===== src/rtl/flc_pkg.sv =====
package flc_pkg;
    typedef enum logic [1:0] {
        LK_IDLE   = 2'd0,
        LK_HUNT   = 2'd1,
        LK_LOCKED = 2'd2
    } lock_state_t;
endpackage


===== src/rtl/flc_window.sv =====
module flc_window #(
    parameter int CNT_W = 17,
    parameter int WIN_W = 16
) (
    input  logic                    clk,
    input  logic                    rst_n,
    input  logic                    en,
    input  logic                    osc_stb,
    input  logic [WIN_W-1:0]        win_len,
    input  logic [CNT_W-1:0]        exp_cnt,
    input  logic [CNT_W-1:0]        offset,
    output logic                    win_done,
    output logic signed [CNT_W:0]   err_q
);
    localparam int RW = WIN_W + 1;

    logic [WIN_W-1:0]      ref_cnt;
    logic [CNT_W-1:0]      osc_cnt;
    logic [RW-1:0]         ref_next;
    logic                  last;
    logic [CNT_W-1:0]      osc_total;
    logic [CNT_W-1:0]      diff;
    logic signed [CNT_W:0] corr;

    assign ref_next  = {1'b0, ref_cnt} + RW'(1);
    assign last      = ref_next >= {1'b0, win_len};
    assign osc_total = osc_cnt + CNT_W'(osc_stb);
    assign diff      = osc_total - exp_cnt;
    assign corr      = {diff[CNT_W-1], diff} + {offset[CNT_W-1], offset};

    always_ff @(posedge clk or negedge rst_n) begin
        if (!rst_n) begin
            ref_cnt  <= '0;
            osc_cnt  <= '0;
            err_q    <= '0;
            win_done <= 1'b0;
        end else if (!en) begin
            ref_cnt  <= '0;
            osc_cnt  <= '0;
            err_q    <= '0;
            win_done <= 1'b0;
        end else if (last) begin
            ref_cnt  <= '0;
            osc_cnt  <= '0;
            err_q    <= corr;
            win_done <= 1'b1;
        end else begin
            ref_cnt  <= ref_next[WIN_W-1:0];
            osc_cnt  <= osc_total;
            win_done <= 1'b0;
        end
    end
endmodule


===== src/rtl/flc_sdm.sv =====
module flc_sdm #(
    parameter int ERR_W = 18,
    parameter int ACC_W = 24,
    parameter int THR   = 256
) (
    input  logic                    clk,
    input  logic                    rst_n,
    input  logic                    en,
    input  logic signed [ERR_W-1:0] err,
    output logic                    up,
    output logic                    dn
);
    localparam int SUM_W = ACC_W + 1;
    localparam logic signed [SUM_W-1:0] SAT_HI = SUM_W'((64'sd1 <<< (ACC_W - 1)) - 64'sd1);
    localparam logic signed [SUM_W-1:0] SAT_LO = -SAT_HI - SUM_W'(1);
    localparam logic signed [ACC_W-1:0] THR_P  = ACC_W'(THR);
    localparam logic signed [ACC_W-1:0] THR_N  = -THR_P;

    logic signed [ACC_W-1:0] acc, acc_sat, acc_n;
    logic signed [SUM_W-1:0] sum;
    logic                    up_n, dn_n;

    always_comb begin
        sum = {acc[ACC_W-1], acc} + {{(SUM_W - ERR_W){err[ERR_W-1]}}, err};
        if (sum > SAT_HI)
            acc_sat = SAT_HI[ACC_W-1:0];
        else if (sum < SAT_LO)
            acc_sat = SAT_LO[ACC_W-1:0];
        else
            acc_sat = sum[ACC_W-1:0];
        up_n  = 1'b0;
        dn_n  = 1'b0;
        acc_n = acc_sat;
        if (acc_sat >= THR_P) begin
            up_n  = 1'b1;
            acc_n = acc_sat - THR_P;
        end else if (acc_sat <= THR_N) begin
            dn_n  = 1'b1;
            acc_n = acc_sat + THR_P;
        end
    end

    always_ff @(posedge clk or negedge rst_n) begin
        if (!rst_n) begin
            acc <= '0;
            up  <= 1'b0;
            dn  <= 1'b0;
        end else if (!en) begin
            acc <= '0;
            up  <= 1'b0;
            dn  <= 1'b0;
        end else begin
            acc <= acc_n;
            up  <= up_n;
            dn  <= dn_n;
        end
    end
endmodule


===== src/rtl/flc_lock.sv =====
module flc_lock
    import flc_pkg::*;
#(
    parameter int ERR_W     = 18,
    parameter int LOCK_WINS = 4
) (
    input  logic                    clk,
    input  logic                    rst_n,
    input  logic                    en,
    input  logic                    win_done,
    input  logic signed [ERR_W-1:0] err,
    input  logic [ERR_W-2:0]        tol,
    output logic                    locked
);
    localparam int GW = $clog2(LOCK_WINS + 1);

    lock_state_t      state, state_n;
    logic [GW-1:0]    good_cnt, good_cnt_n;
    logic [ERR_W-1:0] mag;
    logic             good;

    assign mag  = err[ERR_W-1] ? ERR_W'(-err) : ERR_W'(err);
    assign good = mag <= {1'b0, tol};

    always_comb begin
        state_n    = state;
        good_cnt_n = good_cnt;
        if (!en) begin
            state_n    = LK_IDLE;
            good_cnt_n = '0;
        end else begin
            unique case (state)
                LK_IDLE: begin
                    state_n    = LK_HUNT;
                    good_cnt_n = '0;
                end
                LK_HUNT: begin
                    if (win_done) begin
                        if (!good) begin
                            good_cnt_n = '0;
                        end else if (good_cnt == GW'(LOCK_WINS - 1)) begin
                            state_n    = LK_LOCKED;
                            good_cnt_n = '0;
                        end else begin
                            good_cnt_n = good_cnt + GW'(1);
                        end
                    end
                end
                LK_LOCKED: begin
                    good_cnt_n = '0;
                    if (win_done && !good) state_n = LK_HUNT;
                end
                default: begin
                    state_n    = LK_IDLE;
                    good_cnt_n = '0;
                end
            endcase
        end
    end

    always_ff @(posedge clk or negedge rst_n) begin
        if (!rst_n) begin
            state    <= LK_IDLE;
            good_cnt <= '0;
        end else begin
            state    <= state_n;
            good_cnt <= good_cnt_n;
        end
    end

    always_comb begin
        locked = (state == LK_LOCKED);
    end
endmodule


===== src/rtl/freq_lock_ctrl.sv =====
module freq_lock_ctrl #(
    parameter int CNT_W     = 17,
    parameter int WIN_W     = 16,
    parameter int ACC_W     = 24,
    parameter int THR       = 256,
    parameter int LOCK_WINS = 4
) (
    input  logic             clk,
    input  logic             rst_n,
    input  logic             en,
    input  logic             osc_stb,
    input  logic [WIN_W-1:0] win_len,
    input  logic [CNT_W-1:0] exp_cnt,
    input  logic [CNT_W-1:0] offset,
    input  logic [CNT_W-1:0] tol,
    output logic             up,
    output logic             dn,
    output logic             locked
);
    localparam int ERR_W = CNT_W + 1;

    logic                    win_done;
    logic signed [ERR_W-1:0] err_q;

    flc_window #(.CNT_W(CNT_W), .WIN_W(WIN_W)) u_win (
        .clk(clk), .rst_n(rst_n), .en(en), .osc_stb(osc_stb),
        .win_len(win_len), .exp_cnt(exp_cnt), .offset(offset),
        .win_done(win_done), .err_q(err_q)
    );

    flc_sdm #(.ERR_W(ERR_W), .ACC_W(ACC_W), .THR(THR)) u_sdm (
        .clk(clk), .rst_n(rst_n), .en(en), .err(err_q),
        .up(up), .dn(dn)
    );

    flc_lock #(.ERR_W(ERR_W), .LOCK_WINS(LOCK_WINS)) u_lock (
        .clk(clk), .rst_n(rst_n), .en(en), .win_done(win_done),
        .err(err_q), .tol(tol), .locked(locked)
    );
endmodule


===== config.mk =====
export PLATFORM = sky130hd
export DESIGN_NAME = freq_lock_ctrl
export DESIGN_NICKNAME = d
export VERILOG_FILES = /design/src/rtl/flc_pkg.sv /design/src/rtl/flc_window.sv /design/src/rtl/flc_sdm.sv /design/src/rtl/flc_lock.sv /design/src/rtl/freq_lock_ctrl.sv
export SDC_FILE = /design/constraint.sdc
export NUM_CORES = 1
export LEC_CHECK = 0
export BUFFER_PORTS_ARGS = -buffer_cell sky130_fd_sc_hd__buf_2
export CORE_AREA = 2 2 149 187
export DETAILED_ROUTE_END_ITERATION = 7
export DIE_AREA = 0 0 151 189
export SLEW_MARGIN = 40
export SYNTH_ARGS = -nofsm -noshare
export SYNTH_HDL_FRONTEND = slang
export SYNTH_SLANG_ARGS = --single-unit

===== constraint.sdc =====
create_clock -name clk -period 13.3 [get_ports clk]
set_clock_uncertainty 0.15 [all_clocks]
set_input_delay 1.995 -clock clk [delete_from_list [all_inputs] [get_ports clk]]
set_output_delay 1.995 -clock clk [all_outputs]
set_load 0.03 [all_outputs]

### Word-level counts from Yosys, hierarchy flattened

Cells that the tools add are included.

| operators by class | value |
|---|---|
| $add $sub $neg | 9 |
| order comparisons | 6 |
| equality and inequality tests | 8 |
| multiplexer cells | 30 |
| reductions and logical operators | 4 |

Operator list:

| operator | number |
|---|---|
| $mux 24 | 5 |
| $mux 18 | 3 |
| $mux 17 | 2 |
| $mux 16 | 2 |
| $add 24x18->25 | 1 |
| $gt 25x24->1 const B | 1 |
| $lt 25x24->1 const B | 1 |
| $add 24x10->24 const B | 1 |
| $ge 24x10->1 const B | 1 |
| $le 24x9->1 const B | 1 |
| $sub 24x10->24 const B | 1 |
| $add 17x17->18 | 1 |
| $le 18x17->1 | 1 |
| $neg 18->18 | 1 |
| $add 16x1->17 const B | 1 |
| $add 17x1->17 | 1 |
| $ge 17x16->1 | 1 |
| $sub 17x17->17 | 1 |
| $mux 3 | 5 |
| $mux 2 | 5 |
| $ne 3x2->1 const B | 3 |
| $mux 1 | 7 |
| $pmux 2 s3 | 1 |
| $reduce_and 4->1 | 1 |
| other kinds (9) | 9 |

| word-level totals | value |
|---|---|
| register bits | 83 |
| input port bits | 71 |
| logic and storage cells | 66 |

### Logic depth before layout (Yosys ltp)

Gate-level depths: netlist of run 1.

| depth | value |
|---|---|
| depth in word-level cells | 8 |
| gate-level depth with buffers | 22 |
| gate-level depth less buffers | 22 |

### Hierarchy

Synthesis of run 1 repeated with hierarchy kept, for this count alone.

| second synthesis, totals | value |
|---|---|
| cells, all modules | 1,197 |
| area, all modules | 9,415.3 sq um |

Modules (own cells, without submodules):

| module | instances | cells each | area an instance (sq um) | seq. area each (sq um) |
|---|---|---|---|---|
| flc_window | 1 | 532 | 4,509.3 | 1,301.2 |
| flc_sdm | 1 | 520 | 3,817.4 | 650.6 |
| flc_lock | 1 | 145 | 1,088.5 | 125.1 |

### Worst setup path before layout of run 1

No wires, ideal clock.

| path | value |
|---|---|
| path kind | input -> register |
| start point | input osc_stb |
| end point | register u_win.err_q[16] |
| library setup time | 71 ps |
| arrival | 5,778 ps |
| path slack | 7,301 ps |
| stages | 21 |
| cells stage by stage | ha_1 ha_1 inv_1 fa_1 nor2b_1 o21ai_0 a21boi_0 o21ai_0 a21boi_0 o21ai_0 a21boi_0 o21ai_0 a21o_1 a21o_1 and3_1 a311oi_1 ha_1 inv_1 or3_1 or4_1 nand4_1 |

| on the way | value |
|---|---|
| cells in the longest elaborated chain, start to end | 5 |

Ends and longest elaborated chain:

| what | RTL line | text |
|---|---|---|
| start, declared | freq_lock_ctrl.sv:11 | `input logic osc_stb,` |
| $add 17x1->17 | flc_window.sv:27 | `assign osc_total = osc_cnt + CNT_W'(osc_stb);` |
| $sub 17x17->17 | flc_window.sv:28 | `assign diff = osc_total - exp_cnt;` |
| $add 17x17->18 | flc_window.sv:29 | `assign corr = {diff[CNT_W-1], diff} + {offset[CNT_W-1], offset};` |
| $mux 18 | flc_window.sv:42 | `end else if (last) begin` |
| $mux 18 | flc_window.sv:37 | `end else if (!en) begin` |
| end signal, assigned | flc_window.sv:45 | `err_q <= corr;` |
| end, declared | flc_window.sv:13 | `output logic signed [CNT_W:0] err_q` |

Every way passes these cells. The select of a mux whose other input is x is not followed.
A chain may end at the register's enable or synchronous reset.

### Worst setup path after layout of run 1

Ends and elaborated chain as after synthesis.

==> reports/metrics.yaml, run 1 <==
routing:
  vias: 8944
  drc_errors: 0
  wirelength_um: 26400
  drtIter0Drc: 548
  first_pass_iters: 5
  routed_via_density: 5.60
  wl_per_cell_um: 16.6
  ant_nets: 0
clock_tree:
  clk_latency_ns: 0.35
  cts_made_buffers: 9
  clkSinkCount: 83
  postCtsSetupRepairBufs: 0
  clock_path_buffers: 2
  cts_resized: 0
  clk_pin_slew_worst_paths_ns: 0.07
  ctsHtreeMaxLevel: 3
  cts_hold_buf: 0
  cts_tree: "yes"
  cts_root_buf: "clkbuf_16"
synth:
  async_flop_share_pct: 100
  synth_edf_count: 0
  yosysTopAreaCell: "dfrtp_1"
  synth_top_area_share_pct: 21.8
  yosys-top-cells-area: "dfrtp_1 22%, ha_1 13%, xnor2_1 4.6%, a21oi_1 4.3%, nor2_1 4.0%"
  yosysSeqAreaShare_pct: 21.8
  yosys_warnings: 0
  synth_nets: 1372
  synthCells: 1200
  syn_area_per_cell_um2: 7.93
  ys.flop_type: "dfrtp_1"
  netlist-cell-type-count: 96
  netlist_area_um2: 9520
  synth_seq_cells: 83
layout:
  fillers: 2799
  nNetsFinal: 1418
  area_delta_synth_final_pct: 10.9
  layout_common_cells: "100 x nor2_1, 99 x nand2_1, 98 x ha_1"
  utilization_pct: 39.6
  final_common_cell: "nor2_1"
  drive_gt1_share_pct: 11.8
  fin_cells: 1596
  diodes: 0
global_routing:
  grt_pass1_vias: 8907
  track_usage_pct: 19.0
  grt_overflow: 0
  antenna_found_initial: 0
  grt_first_pass_wirelength_um: 43600
  grt_max_degree: 55
worst_setup_path:
  crit_required_ns: 13.43
  cp_max_fo: 6
  cp-end-kind: "register"
  crit_slowest_cell: "or4_1"
  crit_chain: "buf_2 > ha_1 > ha_1 > inv_1 > fa_1 > nor2b_1 > o21ai_0 > a21boi_0 > o21ai_0 > a21boi_0 > o21ai_0 > a21boi_0 > o21ai_0 > a21o_1 > a21boi_0 > nor2_1 > ha_1 > a21oi_1 > a21oi_1 > or4_1 > nand4_1"
  cpPeakStageDelay_ns: 0.50
  critPathKind: "primary input to register"
  crit_family: "compound AO/OA/AOI/OAI gates"
  path_buf_inv: 2
  setup.worst_path.start_class: "primary input"
  cp.arrival_ns: 6.38
power:
  pwr_density_cell_nw_per_um2: 105
  leakage_uw: 0.00507
  power_frac_comb_pct: 50.1
  p_sw_uw: 471
  power.internal_uw: 637
  irDropWorstVdd_v: 0.0000622
  sw_frac_of_total_pct: 42.5
  clkPwrFrac_pct: 24.2
  seqPwrFrac_pct: 25.7
placement:
  io_buffers: 73
  gp_congestion: 0.848
  dpl.cell_count: 1580
  hpwlAfterDp_um: 20300
sta:
  min_period_ns: 6.25
  fin_tns_setup_ns: 0
  worst_pin_slew_ns: 0.708
  setup_viol: 0
  whs_ns: 0.354
  drv_slew: 0
  relSlewSlack_pct: 52.4
  finalHoldViolations: 0
  rsz0062_at_grt: "no"
  fin_crit_sh_pct: 47.0
  clock.fmax_mhz: 160
floorplanning:
  core_um2: 26700
  die_h_um: 189
  dieArea_um2: 28500
  ios: 74
  initial_core_util_pct: 35.7
  rows: 67
  die_x_um: 151
flow_run:
  maxCapViolCount: 0
run_status:
  status: "finished, final reports clean"
min_path:
  min_path_type: "register to register"
state kept, by name, summed over array words and instances, names as in the netlist:
signal           flops
u_lock.good_cnt      3
u_lock.state         2
u_sdm.acc           24
u_sdm.dn             1
u_sdm.up             1
u_win.err_q         18
u_win.osc_cnt       17
u_win.ref_cnt       16
u_win.win_done       1
power groups by stage:
stage               Combinational [uW]  Sequential [uW]  Clock (uW)
CTS                                548              285         277
global placement                   536              290           0
finish                             555              285         268
floorplan                          411              290           0
global route                       611              287         286
detailed placement                 545              290           0
metrics by stage:
step | total power [uW] | setup WS [ns] | instance area (um^2)
final | 1110 | 7.05 | 10600
after global routing | 1180 | 6.62 | 10600
after CTS | 1110 | 7.10 | 10600
after detailed placement | 835 | 6.77 | 10200
after global placement | 825 | 6.84 | 10200
after floorplan | 701 | 7.30 | 9520
per-layer routing:
layer	global-route usage (%)	up-vias	routed length [um]
met3	1.98	59	907
met5	0	-	0
met2	34.0	220	13300
met1	23.0	4181	11300
met4	7.76	0	948
li1	-	4484	-
worst register-to-register path, delay by kind of cell (launching register included):
family / cells / cell delay [ns]
AOI/OAI and AO/OA: 7 / 2.18
and+or+nand+nor: 6 / 1.76
adders and majority gates: 2 / 0.73
buffers and inverters: 2 / 0.39
DFF: 1 / 0.36
final timing paths:
check | startpoint | to | slack (ns) | cells after the start
worst min-delay path | u_lock.good_cnt[0]$_DFFE_PN0N_ | u_lock.good_cnt[0]$_DFFE_PN0N_ | 0.35 | 1
worst min register to register | u_lock.good_cnt[0]$_DFFE_PN0N_ | u_lock.good_cnt[0]$_DFFE_PN0N_ | 0.35 | 1
worst max-delay path | osc_stb | u_win.err_q[16]$_DFFE_PN0P_ | 7.05 | 21
min in group asynchronous | rst_n | u_win.osc_cnt[2]$_DFF_PN0_ | 1.43 | 1
worst max register to register | u_win.err_q[17]$_DFFE_PN0P_ | u_sdm.acc[10]$_DFF_PN0_ | 7.61 | 17
max in group asynchronous | rst_n | u_sdm.acc[16]$_DFF_PN0_ | 10.54 | 2
cell type report:
| type | instances | area [um^2] | share of cell area (%) |
|---|---|---|---|
| Tap cell | 345 | 432 | 4.09 |
| Timing Repair Buffer | 85 | 458 | 4.34 |
| Clock buffer | 10 | 239 | 2.26 |
| Multi-Input combinational cell | 977 | 6950 | 65.8 |
| Sequential cell | 83 | 2080 | 19.7 |
| Inverter | 90 | 338 | 3.20 |
| Clock inverter | 6 | 71.3 | 0.675 |
logic make-up after synthesis:
kind of cell | share of synthesized area, %
mux | 1.73
flops | 21.8
buf+inv | 5.80
compound gates | 25.7
simple gates | 22.1
xor+xnor | 7.15
fa+ha+maj | 15.7
cell usage after synthesis, types with 4 or more instances:
library cell	instances
a211o_1	4
a211oi_1	12
a21boi_0	11
a21o_1	23
a21oi_1	82
a31oi_1	13
and2_1	14
and3_1	43
and4_1	7
buf_1	6
buf_2	6
buf_4	5
clkbuf_1	33
dfrtp_1	83
ha_1	98
inv_1	90
maj3_1	21
mux2i_1	14
nand2_1	99
nand2b_1	8
nand3_1	41
nand3b_1	6
nand4_1	16
nand4b_1	4
nor2_1	101
nor2b_1	9
nor3_1	25
nor4_1	7
o2111ai_1	6
o211ai_1	9
o21a_1	24
o21ai_0	72
o21ai_1	9
o31a_1	4
o31ai_1	12
or2_2	6
or3_1	9
or4_1	7
xnor2_1	50
xor2_1	24
Power figures use the tool's default switching activity.
==> run 2, diff against run 1 <==
==> constraint.sdc (replaced) <==
create_clock -name clk -period 6.3 [get_ports clk]
set_clock_uncertainty 0.15 [all_clocks]
set_input_delay 0.945 -clock clk [delete_from_list [all_inputs] [get_ports clk]]
set_output_delay 0.945 -clock clk [all_outputs]
set_load 0.03 [all_outputs]
==> run 2 against run 1 <==
  * Highest routed layer unchanged
  * Register-to-register slack got worse by 6.7 ns
  * Flip-flop and latch count unchanged
  * Combinational power is 110% higher
  * Largest cell class unchanged
  * Via count grew 1.5%
  * Setup slack got worse by 6.1 ns
  * Sequential share of layout area is essentially flat
  * Clock power increased by 100%
  * Die area stayed put
==> reports/metrics.yaml, run 2 (synthesized netlist as in run 1, its figures left out) <==
routing:
  drtIter0Drc: 624  # +14%
  wl_per_cell_um: 16.8  # +1.5%
  ant_nets: 0  # unchanged
  vias: 9081  # +1.5%
  drc_errors: 0  # unchanged
  wirelength_um: 26900  # +1.8%
  routed_via_density: 5.67  # +1.2%
  first_pass_iters: 7  # +2
global_routing:
  grt_overflow: 0  # unchanged
  grt_first_pass_wirelength_um: 44100  # +1.1%
  grt_pass1_vias: 9080  # +1.9%
  track_usage_pct: 19.1  # +0.16 points
  grt_max_degree: 55  # unchanged
  antenna_found_initial: 0  # unchanged
clock_tree:
  cts_tree: "yes"
  cts_resized: 0  # unchanged
  clkSinkCount: 83  # unchanged
  postCtsSetupRepairBufs: 0  # unchanged
  clk_pin_slew_worst_paths_ns: 0.07  # about the same
  ctsHtreeMaxLevel: 3  # unchanged
  cts_root_buf: "clkbuf_16"
  cts_hold_buf: 0  # unchanged
  cts_made_buffers: 9  # unchanged
  clock_path_buffers: 2  # unchanged
  clk_latency_ns: 0.35  # about the same
worst_setup_path:
  cpPeakStageDelay_ns: 0.54  # +0.04 ns
  cp.arrival_ns: 5.51  # -0.87 ns
  cpMostUsedCell: "ha_1"
  crit_slowest_cell: "o311ai_4"
  crit_required_ns: 6.43  # -7.00 ns
  crit_chain: "ha_1 > and3_1 > nand2_2 > o31a_4 > o311ai_4 > nand2_1 > a311oi_4 > inv_1 > ha_1 > nand3_1 > o2111a_1 > a31oi_2 > buf_4 > a311o_1 > a22oi_1 > mux2i_1"
  cp_max_fo: 14  # +8
  cp-end-kind: "register"
  setup.worst_path.start_class: "register"
  critPathKind: "register to register"
floorplanning:
  die_h_um: 189  # unchanged
  ios: 74  # unchanged
  dieArea_um2: 28500  # unchanged
  rows: 67  # unchanged
  die_x_um: 151  # unchanged
  core_um2: 26700  # unchanged
  initial_core_util_pct: 35.7  # unchanged
placement:
  hpwlAfterDp_um: 20800  # +2.7%
  io_buffers: 73  # unchanged
  gp_congestion: 0.865  # +2.0%
sta:
  worst_pin_slew_ns: 0.725  # +0.0174 ns
  relSlewSlack_pct: 51.3  # -1.2 points
  rsz0062_at_grt: "no"
  fin_crit_sh_pct: 85.4
  clock.fmax_mhz: 186
  min_period_ns: 5.38
  fin_tns_setup_ns: 0  # unchanged
  drv_slew: 0  # unchanged
  finalHoldViolations: 0  # unchanged
  setup_viol: 0  # unchanged
layout:
  layout_common_cells: "101 x nor2_1, 99 x nand2_1, 98 x ha_1"
  largest_register: "u_sdm.acc"
  largest_register_ffs: 24  # unchanged
  nNetsFinal: 1424  # +0.42%
  area_delta_synth_final_pct: 11.0  # about the same
  final_common_cell: "nor2_1"
  drive_gt1_share_pct: 11.9  # +0.11 points
  utilization_pct: 39.6  # about the same
  reg_top3: "u_sdm.acc x24, u_win.err_q x18, u_win.osc_cnt x17"
  diodes: 0  # unchanged
power:
  seqPwrFrac_pct: 26.1  # +0.4 points
  leakage_uw: 0.00509  # +0.39%
  sw_frac_of_total_pct: 42.1  # -0.39 points
  p_sw_uw: 975  # +110%
  fin_total_pwr_uw: 2320  # +110%
  irDropWorstVdd_v: 0.000143  # +130%
  power.internal_uw: 1340  # +110%
  pwr_density_cell_nw_per_um2: 219  # +110%
  clkPwrFrac_pct: 23.1  # -1.1 points
  power_frac_comb_pct: 50.8  # +0.7 points
run_status:
  status: "finished, final reports clean"
min_path:
  min_path_type: "register to register"
flow_run:
  maxCapViolCount: 0  # unchanged
==> run 2: final cells by class <==
cell class                 count  area, um^2
clock buffer                  10         229
inverter                      90         338
sequential                    83        2080
fill                        2786       16100
timing repair buffer          91         503
tap                          345         432
clock inverter                 5        55.1
multi-input combinational    977        6930
==> run 2: final timing paths <==
path / startpoint / end / slack (ns) / cells past startpoint
max: u_win.err_q[12]$_DFFE_PN0P_ / u_sdm.acc[21]$_DFF_PN0_ / 0.92 / 16
min: u_lock.good_cnt[0]$_DFFE_PN0N_ / u_lock.good_cnt[0]$_DFFE_PN0N_ / 0.37 / 1
max reg2reg: u_win.err_q[12]$_DFFE_PN0P_ / u_sdm.acc[21]$_DFF_PN0_ / 0.92 / 16
min reg2reg: u_lock.good_cnt[0]$_DFFE_PN0N_ / u_lock.good_cnt[0]$_DFFE_PN0N_ / 0.37 / 1
max in group asynchronous: rst_n / u_sdm.acc[15]$_DFF_PN0_ / 4.55 / 2
min in group asynchronous: rst_n / u_win.osc_cnt[1]$_DFF_PN0_ / 0.39 / 1
==> run 2: metrics by stage <==
step	worst slack, ns	std cells	area (um^2)	hold slack (ns)
2_1_floorplan	1.35	1200	9520	0.313
6_report	0.917	1601	10600	0.366
4_1_cts	1.02	1601	10600	0.369
3_5_place_dp	0.828	1586	10300	0.356
3_3_place_gp	0.874	1586	10300	0.344
5_1_grt	0.576	1601	10600	0.401
==> run 2: power by group through the flow <==
stage	combinational (uW)	sequential, uW	clock (uW)
finish	1180	604	536
global placement	1140	615	0
CTS	1160	605	549
floorplan	867	612	0
detailed placement	1160	615	0
global route	1300	607	570
==> run 2: critical path: cells and delay by family, from the launching register on <==
kind | cells | cell delay (ns)
AO/OA/AOI/OAI | 7 | 2.43
AND/OR/NAND/NOR | 4 | 0.83
adder cells (fa/ha/maj) | 2 | 0.76
flip-flops | 1 | 0.46
buffers and inverters | 2 | 0.44
multiplexers | 1 | 0.22
==> run 2: routing by layer <==
layer  up-vias  global-route usage, %  wire length (um)
li1       4468                      -                 -
met1      4355                   22.9             11500
met2       204                   34.5             13600
met3        54                   2.02               835
met4         0                   8.02               989
met5         -                      0                 0
==> run 3, diff against run 2 <==
--- a/config.mk
+++ b/config.mk
@@ -5,10 +5,11 @@
 export SDC_FILE = /design/constraint.sdc
 export NUM_CORES = 1
 export LEC_CHECK = 0
+export ABC_AREA = 1
 export BUFFER_PORTS_ARGS = -buffer_cell sky130_fd_sc_hd__buf_2
-export CORE_AREA = 2 2 149 187
+export CORE_AREA = 2 2 144 181
 export DETAILED_ROUTE_END_ITERATION = 7
-export DIE_AREA = 0 0 151 189
+export DIE_AREA = 0 0 146 183
 export SLEW_MARGIN = 40
 export SYNTH_ARGS = -nofsm -noshare
 export SYNTH_HDL_FRONTEND = slang
==> run 3 against run 2 <==
  * Utilization shrank 0.22 points
  * Global-route usage shrank 1.5 points
  * Via count shrank 7.6%
  * Largest cell class unchanged
  * First-iteration DRC count shrank 38%
  * Largest power group unchanged
  * Synthesized area shrank 6.7%
  * Sequential share of layout area grew 1.4 points
  * Final area shrank 6.5%
==> reports/metrics.yaml, run 3 <==
routing:
  drtIter0Drc: 390  # -38%
  vias: 8388  # -7.6%
  wirelength_um: 22900  # -15%
  routed_via_density: 4.74  # -16%
  ant_nets: 0  # unchanged
  first_pass_iters: 5  # -2
  drc_errors: 0  # unchanged
  wl_per_cell_um: 12.9  # -23%
synth:
  yosys_warnings: 0  # unchanged
  syn_area_per_cell_um2: 6.53  # -18%
  synthCells: 1362  # +14%
  yosysSeqAreaShare_pct: 23.4  # +1.6 points
  synth_top_area_share_pct: 23.4  # +1.6 points
  netlist-cell-type-count: 46  # -52%
  synth-xor-area-share_pct: 7.88  # +0.74 points
  synth_compound_area_share_pct: 10.7  # -15 points
  async_flop_share_pct: 100  # unchanged
  synth_nets: 1534  # +12%
  synth_seq_cells: 83  # unchanged
  netlist_area_um2: 8890  # -6.7%
  synthMuxAreaShare_pct: 0  # -1.7 points
  yosys-top-cells-area: "dfrtp_1 23%, nand2_1 15%, ha_1 14%, inv_1 10%, nor2_1 6.8%"
  synth.most_common_cell: "nand2_1"
  yosysTopAreaCell: "dfrtp_1"
  ys.flop_type: "dfrtp_1"
  synth_fa_ha_area_share_pct: 14.5  # -1.2 points
  synth_top_family_by_area: "simple AND/OR/NAND/NOR gates"
  synthSimpleGateAreaFrac_pct: 32.1  # +10 points
  synth_edf_count: 0  # unchanged
  synthTopCellsByCount: "345 x nand2_1, 240 x inv_1, 160 x nor2_1"
power:
  fin_total_pwr_uw: 2480  # +7.0%
  irDropWorstVdd_v: 0.000143  # -0.16%
  pwr_density_cell_nw_per_um2: 251  # +15%
  leakage_uw: 0.00552  # +8.5%
sta:
  rsz0062_at_grt: "no"
  min_period_ns: 4.96  # -0.421 ns
  clock.fmax_mhz: 202  # +8.5%
  fin_crit_sh_pct: 78.8  # -6.7 points
  finalHoldViolations: 0  # unchanged
  relSlewSlack_pct: 54.0  # +2.7 points
  worst_slack_ns: 1.34  # +0.421 ns
  worst_pin_slew_ns: 0.686  # -0.0389 ns
  setup_viol: 0  # unchanged
  fin_tns_setup_ns: 0  # unchanged
  drv_slew: 0  # unchanged
layout:
  final_common_cell: "nand2_1"
  drive_gt1_share_pct: 9.54  # -2.4 points
  diodes: 0  # unchanged
  nNetsFinal: 1603  # +13%
  reg_top3: "u_sdm.acc x24, u_win.err_q x18, u_win.osc_cnt x17"
  largest_register: "u_sdm.acc"
  layout_common_cells: "345 x nand2_1, 240 x inv_1, 160 x nor2_1"
  largest_register_ffs: 24  # unchanged
  area_delta_synth_final_pct: 11.1
clock_tree:
  cts_root_buf: "clkbuf_16"
  clkSinkCount: 83  # unchanged
  cts_hold_buf: 0  # unchanged
  clock_path_buffers: 2  # unchanged
  clk_latency_ns: 0.36  # about the same
  cts_tree: "yes"
  clk_pin_slew_worst_paths_ns: 0.07  # about the same
  postCtsSetupRepairBufs: 0  # unchanged
  cts_resized: 0  # unchanged
  cts_made_buffers: 9  # unchanged
  ctsHtreeMaxLevel: 3  # unchanged
global_routing:
  antenna_found_initial: 0  # unchanged
  grt_max_degree: 59  # +7.3%
  grt_overflow: 0  # unchanged
  grt_pass1_vias: 8429  # -7.2%
  track_usage_pct: 17.6  # -1.5 points
  grt_first_pass_wirelength_um: 38500  # -13%
worst_setup_path:
  crit_slowest_cell: "fa_1"
  critPathKind: "primary input to register"
  cpMostUsedCell: "nand2_1"
  cp-end-kind: "register"
  reg2reg_depth: 28  # +12
  r2r-start: "u_win.osc_cnt[0]$_DFF_PN0_"
  cp.arrival_ns: 5.03  # -0.48 ns
  rr_endpoint: "u_win.err_q[17]$_DFFE_PN0P_"
  cp_max_fo: 5  # -9
  cpPeakStageDelay_ns: 0.44  # -0.10 ns
  crit_required_ns: 6.37  # -0.06 ns
  critical_path.startpoint: "osc_stb"
  r2r_slack_ns: 1.68  # +0.76 ns
  setup.worst_path.start_class: "primary input"
placement:
  io_buffers: 73  # unchanged
  hpwlAfterDp_um: 18900  # -9.4%
  gp_congestion: 0.919  # +6.2%
  dp_slack_ns: 0.959  # +0.130 ns
floorplanning:
  rows: 65  # -3.0%
  ios: 74  # unchanged
  die_x_um: 146  # -3.3%
  initial_core_util_pct: 35.5  # -0.24 points
  dieArea_um2: 26700  # -6.4%
  die_h_um: 183  # -3.2%
  core_um2: 25000  # -6.0%
run_status:
  status: "finished, final reports clean"
flow_run:
  maxCapViolCount: 0  # unchanged
min_path:
  min_path_type: "primary input to asynchronous set/reset pin"
## run 3: cell families (layout without fill, tap and decap cells)
logic type      after synthesis  in the layout
compound gates              168            168
flops                        83             83
simple gates                667            667
xor+xnor                     80             80
fa+ha+maj                   101            101
buf+inv                     263            337
## run 3: stage by stage
step / instances / hold WS, ns / utilization (%) / instance area [um^2]
2_1_floorplan: 1362 / 0.308 / - / 8890
3_3_place_gp: 1755 / 0.347 / 38.3 / 9600
3_5_place_dp: 1755 / 0.348 / 38.3 / 9600
4_1_cts: 1771 / 0.353 / 39.4 / 9870
5_1_grt: 1771 / 0.378 / 39.4 / 9870
6_report: 1771 / 0.346 / 39.4 / 9870
## run 3: worst max-delay path by stage
stage,end,slack (ns),cells after the start
floorplan,u_win.err_q[17]$_DFFE_PN0P_,1.56,28
global placement,u_win.err_q[17]$_DFFE_PN0P_,1.01,29
detailed placement,u_win.err_q[17]$_DFFE_PN0P_,0.96,29
CTS,u_win.err_q[17]$_DFFE_PN0P_,1.33,29
global route,u_win.err_q[17]$_DFFE_PN0P_,0.65,29
finish,u_win.err_q[17]$_DFFE_PN0P_,1.34,29
## run 3: where the power goes
| group | leakage, uW | internal (uW) | switching, uW |
|---|---|---|---|
| registers | 0.00114 | 594 | 28.3 |
| logic | 0.00424 | 447 | 896 |
| clock network | 0.000140 | 270 | 241 |
| total | 0.00552 | 1310 | 1170 |
## run 3: final cells by class
type	instances	area, um^2
Timing Repair Buffer	75	387
Clock inverter	7	50.0
Fill cell	2773	15200
Multi-Input combinational cell	1016	5790
Sequential cell	83	2080
Inverter	246	923
Clock buffer	9	225
Tap cell	335	419
## run 3: per-layer routing
metal | track usage, % | vias to the layer above | routed length (um)
met5 | 0 | - | 0
met4 | 6.02 | 0 | 528
met3 | 2.26 | 31 | 590
met2 | 33.5 | 125 | 11800
met1 | 20.3 | 3757 | 9950
li1 | - | 4475 | -
## run 3: critical path, delay by kind of cell
| kind | cells | cell delay [ns] |
|---|---|---|
| AO/OA/AOI/OAI | 9 | 1.49 |
| XOR/XNOR | 1 | 0.07 |
| adder cells (fa/ha/maj) | 4 | 1.32 |
| AND/OR/NAND/NOR | 12 | 0.99 |
| buffers and inverters | 3 | 0.24 |
